### src/rtl/sdpd_pkg.sv
package sdpd_pkg;

  typedef enum logic [1:0] {
    ST_IDLE = 2'd0,
    ST_PRE  = 2'd1,
    ST_WIN  = 2'd2
  } tmr_state_e;

  // Clocks to insert after a window boundary so that the next start lands on
  // the new preload modulo the window length.
  function automatic int unsigned gap_calc(input int unsigned new_p,
                                           input int unsigned old_p,
                                           input int unsigned osr);
    int unsigned d;
    if (new_p >= old_p) d = (new_p - old_p) % osr;
    else                d = (osr - ((old_p - new_p) % osr)) % osr;
    return d;
  endfunction

  function automatic int unsigned max2(input int unsigned a, input int unsigned b);
    return (a > b) ? a : b;
  endfunction

endpackage

### src/rtl/sdpd_regs.sv
module sdpd_regs #(
  parameter int NCH     = 3,
  parameter int PRE_W   = 8,
  parameter int DEP_W   = 2,
  parameter int PRE_RST = 128,
  parameter int CH_W    = 2
) (
  input  logic                        clk,
  input  logic                        rst_n,
  input  logic                        wr_en,
  input  logic [CH_W-1:0]             wr_ch,
  input  logic                        wr_sel,
  input  logic [PRE_W-1:0]            wr_data,
  input  logic [CH_W-1:0]             rd_ch,
  input  logic                        rd_sel,
  output logic [PRE_W-1:0]            rd_data,
  output logic [NCH-1:0][PRE_W-1:0]   pre_q,
  output logic [NCH-1:0][DEP_W-1:0]   dep_q
);

  always_ff @(posedge clk) begin
    if (!rst_n) begin
      for (int i = 0; i < NCH; i++) begin
        pre_q[i] <= PRE_W'(PRE_RST);
        dep_q[i] <= '0;
      end
    end else if (wr_en) begin
      for (int i = 0; i < NCH; i++) begin
        if (int'(wr_ch) == i) begin
          if (wr_sel) dep_q[i] <= wr_data[DEP_W-1:0];
          else        pre_q[i] <= wr_data;
        end
      end
    end
  end

  always_comb begin
    rd_data = '0;
    for (int i = 0; i < NCH; i++) begin
      if (int'(rd_ch) == i) rd_data = rd_sel ? PRE_W'(dep_q[i]) : pre_q[i];
    end
  end

  // without a write strobe the stored fields never move
  p_hold_without_write_r2: assert property (@(posedge clk) disable iff (!rst_n)
    !wr_en |=> ($stable(pre_q) && $stable(dep_q)));

endmodule

### src/rtl/sdpd_chan_timer.sv
module sdpd_chan_timer
  import sdpd_pkg::*;
#(
  parameter int OSR   = 256,
  parameter int PRE_W = 8
) (
  input  logic             clk,
  input  logic             rst_n,
  input  logic             trig,
  input  logic             halt,
  input  logic [PRE_W-1:0] pre_reg,
  output logic             win_start,
  output logic             win_done,
  output logic             active
);

  localparam int WC_W  = $clog2(OSR);
  localparam int CW    = int'(max2(PRE_W, WC_W));
  localparam int LEN_W = WC_W + 1;

  tmr_state_e       state_q;
  logic [CW-1:0]    cnt_q;
  logic [WC_W-1:0]  wcnt_q;
  logic [PRE_W-1:0] pre_act_q;
  logic [CW-1:0]    gap_w;
  logic             last_clk;

  assign gap_w     = CW'(gap_calc(32'(pre_reg), 32'(pre_act_q), OSR));
  assign last_clk  = (wcnt_q == WC_W'(OSR - 1));
  assign win_start = (state_q == ST_WIN) && (wcnt_q == '0);
  assign win_done  = (state_q == ST_WIN) && last_clk;
  assign active    = (state_q != ST_IDLE);

  always_ff @(posedge clk) begin
    if (!rst_n || halt) begin
      state_q   <= ST_IDLE;
      cnt_q     <= '0;
      wcnt_q    <= '0;
      pre_act_q <= '0;
    end else begin
      unique case (state_q)
        ST_IDLE: begin
          if (trig) begin
            pre_act_q <= pre_reg;
            wcnt_q    <= '0;
            if (pre_reg == '0) state_q <= ST_WIN;
            else begin
              state_q <= ST_PRE;
              cnt_q   <= CW'(pre_reg - 1'b1);
            end
          end
        end
        ST_PRE: begin
          if (cnt_q == '0) begin
            state_q <= ST_WIN;
            wcnt_q  <= '0;
          end else begin
            cnt_q <= cnt_q - 1'b1;
          end
        end
        ST_WIN: begin
          if (last_clk) begin
            pre_act_q <= pre_reg;
            wcnt_q    <= '0;
            if (gap_w != '0) begin
              state_q <= ST_PRE;
              cnt_q   <= gap_w - 1'b1;
            end
          end else begin
            wcnt_q <= wcnt_q + 1'b1;
          end
        end
        default: state_q <= ST_IDLE;
      endcase
    end
  end

  // Independent window-length tracker for the assertions below
  logic [LEN_W-1:0] len_q;
  always_ff @(posedge clk) begin
    if (!rst_n || halt)         len_q <= '0;
    else if (win_start)         len_q <= LEN_W'(1);
    else if (state_q == ST_WIN) len_q <= len_q + 1'b1;
  end

  // every window is exactly OSR clocks long, never shortened
  p_window_len_r3: assert property (@(posedge clk) disable iff (!rst_n)
    win_done |-> (len_q == LEN_W'(OSR - 1)));

  // the end-of-window strobe is one clock wide
  p_done_single_r3: assert property (@(posedge clk) disable iff (!rst_n)
    win_done |=> !win_done);

  // a stop silences both strobes from the next clock
  p_halt_quiet_r7: assert property (@(posedge clk) disable iff (!rst_n)
    halt |=> (!win_start && !win_done && !active));

endmodule

### src/rtl/sdpd_sample_line.sv
module sdpd_sample_line #(
  parameter int DW    = 16,
  parameter int DEP_W = 2
) (
  input  logic             clk,
  input  logic             rst_n,
  input  logic             trig,
  input  logic             halt,
  input  logic [DEP_W-1:0] depth_reg,
  input  logic             capture,
  input  logic [DW-1:0]    din,
  output logic [DW-1:0]    dout,
  output logic             dvld
);

  localparam int MAXD = (1 << DEP_W) - 1;

  logic [DW-1:0]    line_q [MAXD];
  logic [DEP_W-1:0] depth_act_q;
  logic [DEP_W-1:0] fill_q;
  logic [DW-1:0]    tap;

  always_comb begin
    tap = din;
    for (int i = 1; i <= MAXD; i++) begin
      if (int'(depth_act_q) == i) tap = line_q[i-1];
    end
  end

  always_ff @(posedge clk) begin
    if (!rst_n || halt) begin
      for (int i = 0; i < MAXD; i++) line_q[i] <= '0;
      fill_q <= '0;
      dout   <= '0;
      dvld   <= 1'b0;
      if (!rst_n) depth_act_q <= '0;
    end else begin
      dvld <= 1'b0;
      if (trig) depth_act_q <= depth_reg;
      if (capture) begin
        line_q[0] <= din;
        for (int i = 1; i < MAXD; i++) line_q[i] <= line_q[i-1];
        if (fill_q != DEP_W'(MAXD)) fill_q <= fill_q + 1'b1;
        if (fill_q >= depth_act_q) begin
          dout <= tap;
          dvld <= 1'b1;
        end
      end
    end
  end

  // a valid pulse only follows a capture edge
  p_valid_after_capture_r6: assert property (@(posedge clk) disable iff (!rst_n)
    dvld |-> $past(capture));

  // valid is a single-cycle pulse since windows are longer than one clock
  p_valid_single_r6: assert property (@(posedge clk) disable iff (!rst_n)
    dvld |=> !dvld);

endmodule

### src/rtl/sd_phase_delay_ctrl.sv
module sd_phase_delay_ctrl #(
  parameter int NCH     = 3,
  parameter int OSR     = 256,
  parameter int PRE_W   = 8,
  parameter int DEP_W   = 2,
  parameter int DW      = 16,
  parameter int PRE_RST = 128,
  localparam int CH_W   = (NCH > 1) ? $clog2(NCH) : 1
) (
  input  logic              clk,
  input  logic              rst_n,
  input  logic              grp_start,
  input  logic              grp_stop,
  input  logic              wr_en,
  input  logic [CH_W-1:0]   wr_ch,
  input  logic              wr_sel,
  input  logic [PRE_W-1:0]  wr_data,
  input  logic [CH_W-1:0]   rd_ch,
  input  logic              rd_sel,
  output logic [PRE_W-1:0]  rd_data,
  input  logic [NCH*DW-1:0] smp_in,
  output logic              running,
  output logic [NCH-1:0]    win_start,
  output logic [NCH-1:0]    win_done,
  output logic [NCH*DW-1:0] smp_out,
  output logic [NCH-1:0]    smp_out_vld
);

  logic [NCH-1:0][PRE_W-1:0] pre_q;
  logic [NCH-1:0][DEP_W-1:0] dep_q;
  logic [NCH-1:0]            chan_active;
  logic                      running_q;
  logic                      trig_ok;

  assign trig_ok = grp_start && !grp_stop && !running_q;
  assign running = running_q;

  always_ff @(posedge clk) begin
    if (!rst_n || grp_stop) running_q <= 1'b0;
    else if (trig_ok)       running_q <= 1'b1;
  end

  sdpd_regs #(
    .NCH(NCH), .PRE_W(PRE_W), .DEP_W(DEP_W), .PRE_RST(PRE_RST), .CH_W(CH_W)
  ) i_regs (
    .clk(clk), .rst_n(rst_n),
    .wr_en(wr_en), .wr_ch(wr_ch), .wr_sel(wr_sel), .wr_data(wr_data),
    .rd_ch(rd_ch), .rd_sel(rd_sel), .rd_data(rd_data),
    .pre_q(pre_q), .dep_q(dep_q)
  );

  for (genvar c = 0; c < NCH; c++) begin : g_chan
    sdpd_chan_timer #(.OSR(OSR), .PRE_W(PRE_W)) i_timer (
      .clk(clk), .rst_n(rst_n), .trig(trig_ok), .halt(grp_stop),
      .pre_reg(pre_q[c]),
      .win_start(win_start[c]), .win_done(win_done[c]),
      .active(chan_active[c])
    );

    sdpd_sample_line #(.DW(DW), .DEP_W(DEP_W)) i_line (
      .clk(clk), .rst_n(rst_n), .trig(trig_ok), .halt(grp_stop),
      .depth_reg(dep_q[c]), .capture(win_done[c]),
      .din(smp_in[c*DW +: DW]),
      .dout(smp_out[c*DW +: DW]), .dvld(smp_out_vld[c])
    );
  end

  // an accepted trigger only ever meets idle channel timers
  p_trig_only_idle_r4: assert property (@(posedge clk) disable iff (!rst_n)
    trig_ok |-> (chan_active == '0));

  // a stop empties every channel by the next clock
  p_stop_clears_r7: assert property (@(posedge clk) disable iff (!rst_n)
    grp_stop |=> (!running_q && chan_active == '0 && smp_out_vld == '0));

  // running channels imply the running flag
  p_active_in_run_r8: assert property (@(posedge clk) disable iff (!rst_n)
    (chan_active != '0) |-> running_q);

endmodule

### config.mk
export PLATFORM = sky130hd
export DESIGN_NAME = sd_phase_delay_ctrl
export DESIGN_NICKNAME = d
export VERILOG_FILES = /design/src/rtl/sdpd_pkg.sv /design/src/rtl/sdpd_regs.sv /design/src/rtl/sdpd_chan_timer.sv /design/src/rtl/sdpd_sample_line.sv /design/src/rtl/sd_phase_delay_ctrl.sv
export SDC_FILE = /design/constraint.sdc
export NUM_CORES = 1
export LEC_CHECK = 0
export BUFFER_PORTS_ARGS = -buffer_cell sky130_fd_sc_hd__buf_2
export CORE_MARGIN = 2
export CORE_UTILIZATION = 55
export CTS_CLUSTER_SIZE = 12
export DETAILED_ROUTE_END_ITERATION = 12
export PLACE_DENSITY_LB_ADDON = 0.08
export SLEW_MARGIN = 20
export SYNTH_ARGS = -nofsm -noshare
export SYNTH_HDL_FRONTEND = slang
export SYNTH_HIERARCHICAL = 1
export SYNTH_SLANG_ARGS = --single-unit
### constraint.sdc
create_clock -name clk -period 8.2 [get_ports clk]
set_input_delay 1.64 -clock clk [delete_from_list [all_inputs] [get_ports clk]]
set_output_delay 1.64 -clock clk [all_outputs]
set_load 0.01 [all_outputs]
**Word level (Yosys, flattened, before mapping)**

Memories as Yosys holds them, arrays and structs flattened.
Cells that the tools add are included.

- Add/subtract/negate cells: 24
- Magnitude comparators: 6
- Eq/ne operators: 44
- Muxes and demuxes: 103
- Bitwise operators: 13
- Reduce and logical (&&, ||, !) cells: 64

Operators with widths:

| kind | count |
|---|---|
| 8-bit two-way mux | 37 |
| 16-bit two-way mux | 18 |
| 8-bit case mux with 3 select lines | 6 |
| 8-bit zero test | 9 |
| 8-bit by 1-bit subtractor with 8-bit output, second input constant | 9 |
| 8-bit case mux with 2 select lines | 3 |
| 8-bit subtractor | 6 |
| 2-bit two-way mux | 22 |
| 3-bit AND reduction | 12 |
| 2-bit inequality test, second input constant | 15 |
| 2-bit equality test, second input constant | 13 |
| 8-bit by 1-bit adder with 8-bit output, second input constant | 3 |
| 8-bit equality test, second input constant | 3 |
| 8-bit >= comparator | 3 |
| 8-bit nonzero test | 3 |
| 1-bit by 8-bit subtractor with 8-bit output, first input constant | 3 |
| 2-bit case mux with 3 select lines | 3 |
| 6-bit AND reduction | 3 |
| 1-bit two-way mux | 14 |
| 2-bit by 1-bit inequality test with 1-bit output, second input constant | 7 |
| 2-bit AND reduction | 7 |
| 2-bit by 1-bit equality test with 1-bit output, second input constant | 6 |
| 4-bit AND reduction | 3 |
| 2-bit zero test | 5 |
| other kinds (10) | 41 |

- Register bits after elaboration: 172
- Bits in writable memories: 144
- Output and inout port bits: 66
- Word-level logic and storage cells: 288
- Memories kept: 3

Memories:

| memory | words | width | rd ports | clocked after Yosys merged registers in | wr ports | line | RTL |
|---|---|---|---|---|---|---|---|
| g_chan[0].i_line.line_q | 3 | 16 | 3 | 0 | 3 | sdpd_sample_line.sv:18 | `logic [DW-1:0] line_q [MAXD];` |
| g_chan[1].i_line.line_q | 3 | 16 | 3 | 0 | 3 | sdpd_sample_line.sv:18 |  |
| g_chan[2].i_line.line_q | 3 | 16 | 3 | 0 | 3 | sdpd_sample_line.sv:18 |  |

**Depth between registers and ports, before layout**

Gate-level depths: netlist of the first run.

- Depth in word-level cells: 7
- Gate-level depth with buffers: 13
- Mapped depth without buffers: 13

**Modules after synthesis**

The synthesis of the first run kept the hierarchy.

Modules (own cells, without submodules):

| module | instances | cells each | area each (um^2) | seq. area each (um^2) |
|---|---|---|---|---|
| sdpd_sample_line | 3 | 204 | 3026.7 | 1881.8 |
| sdpd_chan_timer | 3 | 235 | 2030.7 | 520.5 |
| sdpd_regs | 1 | 142 | 1447.6 | 600.6 |
| sd_phase_delay_ctrl | 1 | 4 | 43.8 | 20.0 |

**Worst setup path before layout of the first run**

No wires, ideal clock.

- Path kind: input to output
- From: input rd_sel
- To: output rd_data[1]
- Arrival time: 2.498 ns
- Setup slack: 4.062 ns
- Cell stages on the path: 4
- Buffers on the path: 1
- Path through: buf_2 mux4_2 nand2_1 o31ai_1

- Longest elaborated chain between the ends: 4
- Elaborated cells between the ends (all ways): 6

RTL lines:

| what | line | RTL |
|---|---|---|
| start: declaration | sd_phase_delay_ctrl.sv:19 | `input logic rd_sel,` |
| 8-bit two-way mux (3 in series) | sdpd_regs.sv:40 | `if (int'(rd_ch) == i) rd_data = rd_sel ? PRE_W'(dep_q[i]) : pre_q[i];` |
| 8-bit two-way mux (*) | sdpd_regs.sv:40 |  |
| end: declaration | sd_phase_delay_ctrl.sv:20 | `output logic [PRE_W-1:0] rd_data,` |

Mark *: on every way between the ends. The rest lies on a longest branch, timed or not.

**Worst setup path in the final report of the first run**

- From: input rd_ch[1]
- To: output rd_data[0]

- Longest elaborated chain between the ends: 4
- Elaborated cells between the ends (all ways): 6

RTL lines:

| what | line | RTL |
|---|---|---|
| start: declaration | sd_phase_delay_ctrl.sv:18 | `input logic [CH_W-1:0] rd_ch,` |
| 2-bit zero test | sdpd_regs.sv:40 |  |
| 8-bit two-way mux (2 in series) | sdpd_regs.sv:40 |  |
| 8-bit two-way mux (*) | sdpd_regs.sv:40 |  |

Marked as above.

==> impl_metrics.py, run 1 <==
metrics = {
    "status": {
        "status": "complete, no violations",
    },
    "floorplanning": {
        "initial_utilization_pct": 56.1,
        "dieArea_um2": 31700,
        "io_pins": 133,
        "die_h_um": 178,
        "die_w_um": 178,
        "coreArea_um2": 29700,
        "rows": 63,
    },
    "power_and_ir_drop": {
        "intPower_mw": 2.81,
        "power_frac_seq_pct": 47.5,
        "p_leak_nw": 7.51,
        "p_per_area_nw_per_um2": 198,
        "netSwitchingPower_mw": 0.866,
        "max-vdd-ir-drop_v": 0.000151,
        "switching_share_pct": 23.5,
        "power_frac_clock_pct": 43.2,
        "p_comb_share_pct": 9.3,
    },
    "timing": {
        "slew_violations": 0,
        "timing.hold.ws_ns": 0.455,
        "finalSetupViolations": 0,
        "period_share_pct": 52.5,
        "skew_ns": 0.0156,
        "worst_pin_slew_ns": 1.04,
        "rsz0062_at_grt": "false",
        "fmax_mhz": 232,
        "hold_viol_final": 0,
        "period_needed_ns": 4.30,
        "timing.setup.tns_ns": 0,
        "slew_headroom_pct": 30.5,
    },
    "placed_design": {
        "gp_congestion": 0.859,
        "dp_hpwl_um": 23300,
        "portBuffers": 132,
    },
    "cells_and_area": {
        "multi_input_area_um2": 8110,
        "fill_cells": 2412,
        "seq_area_um2": 7830,
        "drive_gt1_share_pct": 20.7,
        "area_delta_synth_final_pct": 11.8,
        "layout.nets": 1684,
    },
    "worst_setup_path": {
        "crit_path_end_kind": "output port",
        "critical_path_class": "primary input to output port",
        "critPathLaunchType": "primary input",
        "worstPathRequired_ns": 6.56,
        "crit_arrival_ns": 2.66,
        "r2r_start": "i_regs/pre_q[0]$_SDFFE_PN0P_",
        "crit_start": "rd_ch[1]",
        "cp_max_fo": 11,
    },
    "hold_path": {
        "hold_class": "register to register",
        "hp-start": "g_chan[2].i_line/dout[5]$_SDFFE_PP0P_",
    },
    "route": {
        "vias": 11573,
        "drtPass1Iterations": 5,
        "wl_um": 35300,
        "drc": 0,
        "via_per_inst": 5.85,
        "drtIter0Drc": 902,
        "wl_per_cell_um": 17.9,
        "detail-route-antenna-nets": 0,
    },
    "global_route": {
        "antenna_found_initial": 2,
        "overflow": 0,
        "grt_use_total_pct": 22.5,
        "grt_max_degree": 68,
        "grt_pass1_vias": 11095,
        "grt_pass1_wl_um": 57800,
    },
    "logic_synthesis": {
        "syn_area_um2": 16700,
        "synth_cell_types": 82,
        "netlist_top_cells_count": "dfxtp_1, edfxtp_1, and3_1",
        "synth_edf_count": 150,
        "ys_seq_area_share_pct": 47.0,
        "synth_most_common_cell": "dfxtp_1",
        "yosys_most_used_dff": "dfxtp_1",
        "avgSynthCellArea_um2": 11.4,
        "synth-warning-count": 6,
        "synth_cells": 1463,
        "syn-num-nets": 1587,
        "synth.area.top_cells": "edfxtp_1, dfxtp_1, and3_1",
        "ys_async_sr_fraction_pct": 0,
        "synth_top_area_share_pct": 27.0,
        "ys_seq_elements": 316,
        "synth_area_leader_cell": "edfxtp_1",
    },
    "flow_run": {
        "maxCapViolCount": 0,
    },
    "clock_network": {
        "root_buffer": "clkbuf_16",
        "clk_path_buf_depth": 3,
        "cts.repair.resized": 0,
        "htreeDepth": 2,
        "cts_setup_buffers": 0,
        "numCtsBuffers": 36,
        "clock_latency_ns": 0.52,
        "path_clk_slew_ns": 0.06,
        "clock_sinks": 316,
        "tritoncts": "yes",
        "cts-hold-fix-buffers": 0,
    },
}
layer usage:
| layer | GRT usage, % | vias to the layer above | part of all wire, % |
|---|---|---|---|
| met5 | 0 | - | 0 |
| li1 | - | 5655 | - |
| met1 | 32.4 | 5622 | 48 |
| met2 | 35.7 | 249 | 46 |
| met3 | 3.11 | 47 | 4.4 |
| met4 | 5.91 | 0 | 1.6 |
flip-flops by register name (all words and copies together) (netlist names):
name,cells
g_chan.i_line/line_q,144
running,1
g_chan.i_timer/pre_act_q,24
g_chan.i_line/fill_q,6
g_chan.i_line/depth_act_q,6
i_regs/dep_q,6
g_chan.i_line/dvld,3
g_chan.i_line/dout,48
g_chan.i_timer/cnt_q,24
i_regs/pre_q,24
g_chan.i_timer/wcnt_q,24
g_chan.i_timer/state_q,6
logic make-up after synthesis:
kind of cell / share of synthesized area [%]
AOI/OAI and AO/OA: 13.0
DFF: 47.0
adders and majority gates: 4.42
muxes: 11.3
and+or+nand+nor: 17.8
xor gates and xnor gates: 2.03
buffers and inverters: 4.55
layout by cell type, fill, tap and decap left out, types with 32 or more instances in the layout:
cell / synthesis / final
dfxtp_1: 166 / 166
edfxtp_1: 150 / 150
and3_1: 147 / 147
buf_2: 18 / 132
nand2_1: 127 / 127
nor2_1: 79 / 76
mux2i_1: 66 / 66
inv_1: 58 / 58
ha_1: 54 / 54
o2bb2ai_1: 48 / 48
a21oi_1: 42 / 42
clkbuf_16: 0 / 38
mux4_2: 32 / 32
final cells by class:
cell class / instances / share of cell area [%]
clock buffers: 50 / 5.46
flip-flops and latches: 316 / 42.0
well taps: 390 / 2.62
repair buffers: 143 / 4.25
clock inverters: 15 / 0.860
inverters: 61 / 1.23
diodes: 2 / 0.0269
multi-input cells: 1002 / 43.5
final timing paths:
kind / to / slack [ns] / depth (start not counted)
max: rd_data[0] / 3.90 / 5
min: g_chan[2].i_line/dout[5]$_SDFFE_PP0P_ / 0.46 / 2
max reg2reg: g_chan[0].i_timer/cnt_q[6]$_SDFFE_PP0P_ / 5.38 / 13
min reg2reg: g_chan[2].i_line/dout[5]$_SDFFE_PP0P_ / 0.46 / 2
power groups by stage:
stage	Clock (mW)	Sequential, mW	Combinational, mW
after floorplan	0	1.75	0.283
after global placement	0	1.78	0.331
after detailed placement	0	1.78	0.340
after CTS	1.63	1.75	0.342
after global routing	1.69	1.75	0.378
final	1.59	1.75	0.343
worst max-delay path: stages:
cell and delay (ns):
buf_2 0.20, mux4_2 0.53, nand2_1 0.08, o31ai_1 0.06, buf_2 0.14
through the flow:
| step | power (mW) | instances | setup WS [ns] | util, % | instance area, um^2 |
|---|---|---|---|---|---|
| CTS | 3.72 | 1976 | 3.89 | 62.6 | 18600 |
| global placement | 2.11 | 1909 | 3.64 | 58.4 | 17400 |
| floorplan | 2.04 | 1463 | 4.06 | - | 16700 |
| global route | 3.82 | 1979 | 3.82 | 62.7 | 18600 |
| detailed placement | 2.12 | 1911 | 3.59 | 58.6 | 17400 |
| finish | 3.68 | 1979 | 3.90 | 62.7 | 18600 |
Note: power is estimated with default switching activity, not from simulation.
==> run 2, diff against run 1 <==
==> constraint.sdc (replaced) <==
create_clock -name clk -period 4.2 [get_ports clk]
set_input_delay 0.84 -clock clk [delete_from_list [all_inputs] [get_ports clk]]
set_output_delay 0.84 -clock clk [all_outputs]
set_load 0.01 [all_outputs]
==> impl_metrics.py, run 2 (synthesis results as in run 1) <==
metrics = {
    "worst_setup_path": {
        "critPathLaunchType": "register",
        "slowest_stage": "nor2_2",
        "worstPathRequired_ns": 3.36,
        "rr_worst_depth": 6,
        "cp_max_fo": 20,
        "crit_arrival_ns": 2.46,
        "worst-path-buf-inv": 3,
        "critical_path_class": "register to output port",
        "cp_top_family": "simple AND/OR/NAND/NOR gates",
        "crit_path_end_kind": "output port",
        "crit_cells": 5,
        "slowest_delay_ns": 0.60,
        "cp_cell_sequence": "inv_1, ha_1, inv_2, nor2_2, buf_2",
    },
    "cells_and_area": {
        "multi_input_area_um2": 8100,
        "layout.nets": 1693,
        "seq_area_um2": 7830,
        "diodes": 0,
        "largest_reg_flops": 144,
        "layout_top_registers": "g_chan.i_line/line_q (144), g_chan.i_line/dout (48)",
        "layout_common_cells": "dfxtp_1, edfxtp_1, and3_1",
        "top_register": "g_chan.i_line/line_q",
        "drive_gt1_share_pct": 21.4,
        "final_cell_area_um2": 18600,
        "mostFrequentLayoutCell": "dfxtp_1",
        "fill_cells": 2441,
        "area_delta_synth_final_pct": 11.8,
    },
    "floorplanning": {
        "coreArea_um2": 29700,
        "initial_utilization_pct": 56.1,
        "dieArea_um2": 31700,
        "io_pins": 133,
        "rows": 63,
        "die_h_um": 178,
        "die_w_um": 178,
    },
    "timing": {
        "skew_ns": 0.0120,
        "rsz0062_at_grt": "false",
        "fmax_mhz": 303,
        "period_needed_ns": 3.30,
        "worst_pin_slew_ns": 0.992,
        "slew_violations": 0,
        "finalSetupViolations": 0,
        "period_share_pct": 78.5,
        "slew_headroom_pct": 33.9,
        "timing.setup.tns_ns": 0,
        "timing.hold.ws_ns": 0.456,
        "hold_viol_final": 0,
    },
    "clock_network": {
        "clock_latency_ns": 0.51,
        "cts_setup_buffers": 0,
        "clk_path_buf_depth": 3,
        "numCtsBuffers": 36,
        "htreeDepth": 2,
        "clock_sinks": 316,
        "path_clk_slew_ns": 0.06,
        "tritoncts": "yes",
        "root_buffer": "clkbuf_16",
        "cts-hold-fix-buffers": 0,
        "cts.repair.resized": 0,
    },
    "power_and_ir_drop": {
        "p_per_area_nw_per_um2": 381,
        "p_leak_nw": 7.54,
        "max-vdd-ir-drop_v": 0.000288,
    },
    "route": {
        "vias": 11590,
        "via_per_inst": 5.83,
        "wl_um": 35300,
        "drtIter0Drc": 906,
        "drtPass1Iterations": 5,
        "drc": 0,
        "wl_per_cell_um": 17.8,
        "detail-route-antenna-nets": 0,
    },
    "hold_path": {
        "whs_path_depth": 2,
        "hold_class": "register to register",
    },
    "status": {
        "status": "complete, no violations",
    },
    "global_route": {
        "grt_pass1_wl_um": 57700,
        "antenna_found_initial": 1,
        "grtUsageMet3_pct": 3.07,
        "overflow": 0,
        "grt-busiest-layer": "met2",
        "met1_usage_pct": 33.1,
        "grt_max_degree": 67,
        "use_met2_pct": 34.8,
        "grt_use_total_pct": 22.4,
        "grt_pass1_vias": 11065,
    },
    "placed_design": {
        "place_area_um2": 17500,
        "gp_congestion": 0.879,
        "portBuffers": 132,
        "dp_hpwl_um": 23700,
    },
    "flow_run": {
        "maxCapViolCount": 0,
    },
}
## run 2: cell type report
cell class	instances	area share (%)
flip-flops and latches	316	42.0
multi-input cells	1002	43.5
repair buffers	152	4.42
inverters	61	1.23
clock inverters	9	0.302
clock buffers	57	5.93
well taps	390	2.62
## run 2: power breakdown
group | internal [mW] | switching [mW]
combinational | 0.293 | 0.399
clock | 1.81 | 1.21
sequential | 3.32 | 0.0734
## run 2: routing by layer
metal	vias up	share of wire, %	routed length [um]
li1	5675	-	-
met2	283	44	15700
met3	51	4.9	1740
met1	5581	49	17200
met5	-	0	0
met4	0	1.9	666
## run 2: worst min-delay path, cell delays in order (launching register included)
cell and delay (ns):
dfxtp_1 0.30, nand2_1 0.05, o2bb2ai_1 0.06
## run 2: worst paths after layout
| check | startpoint | end | slack (ns) |
|---|---|---|---|
| max | g_chan[2].i_timer/state_q[0]$_SDFFE_PP0P_ | win_done[2] | 0.90 |
| min | g_chan[2].i_line/dout[4]$_SDFFE_PP0P_ | g_chan[2].i_line/dout[4]$_SDFFE_PP0P_ | 0.46 |
| max reg2reg | g_chan[2].i_timer/state_q[0]$_SDFFE_PP0P_ | g_chan[2].i_line/line_q[0][46]$_SDFFCE_PN0P_ | 1.27 |
| min reg2reg | g_chan[2].i_line/dout[4]$_SDFFE_PP0P_ | g_chan[2].i_line/dout[4]$_SDFFE_PP0P_ | 0.46 |
## run 2: through the flow
step           util [%]  worst slack, ns  power, mW  std cells
5_1_grt            62.7            0.729       7.39       1987
3_3_place_gp       58.8             1.34       4.13       1921
6_report           62.7            0.902       7.10       1987
3_5_place_dp       58.8             1.29       4.14       1921
4_1_cts            62.7            0.912       7.18       1987
2_1_floorplan         -             1.06       3.98       1463
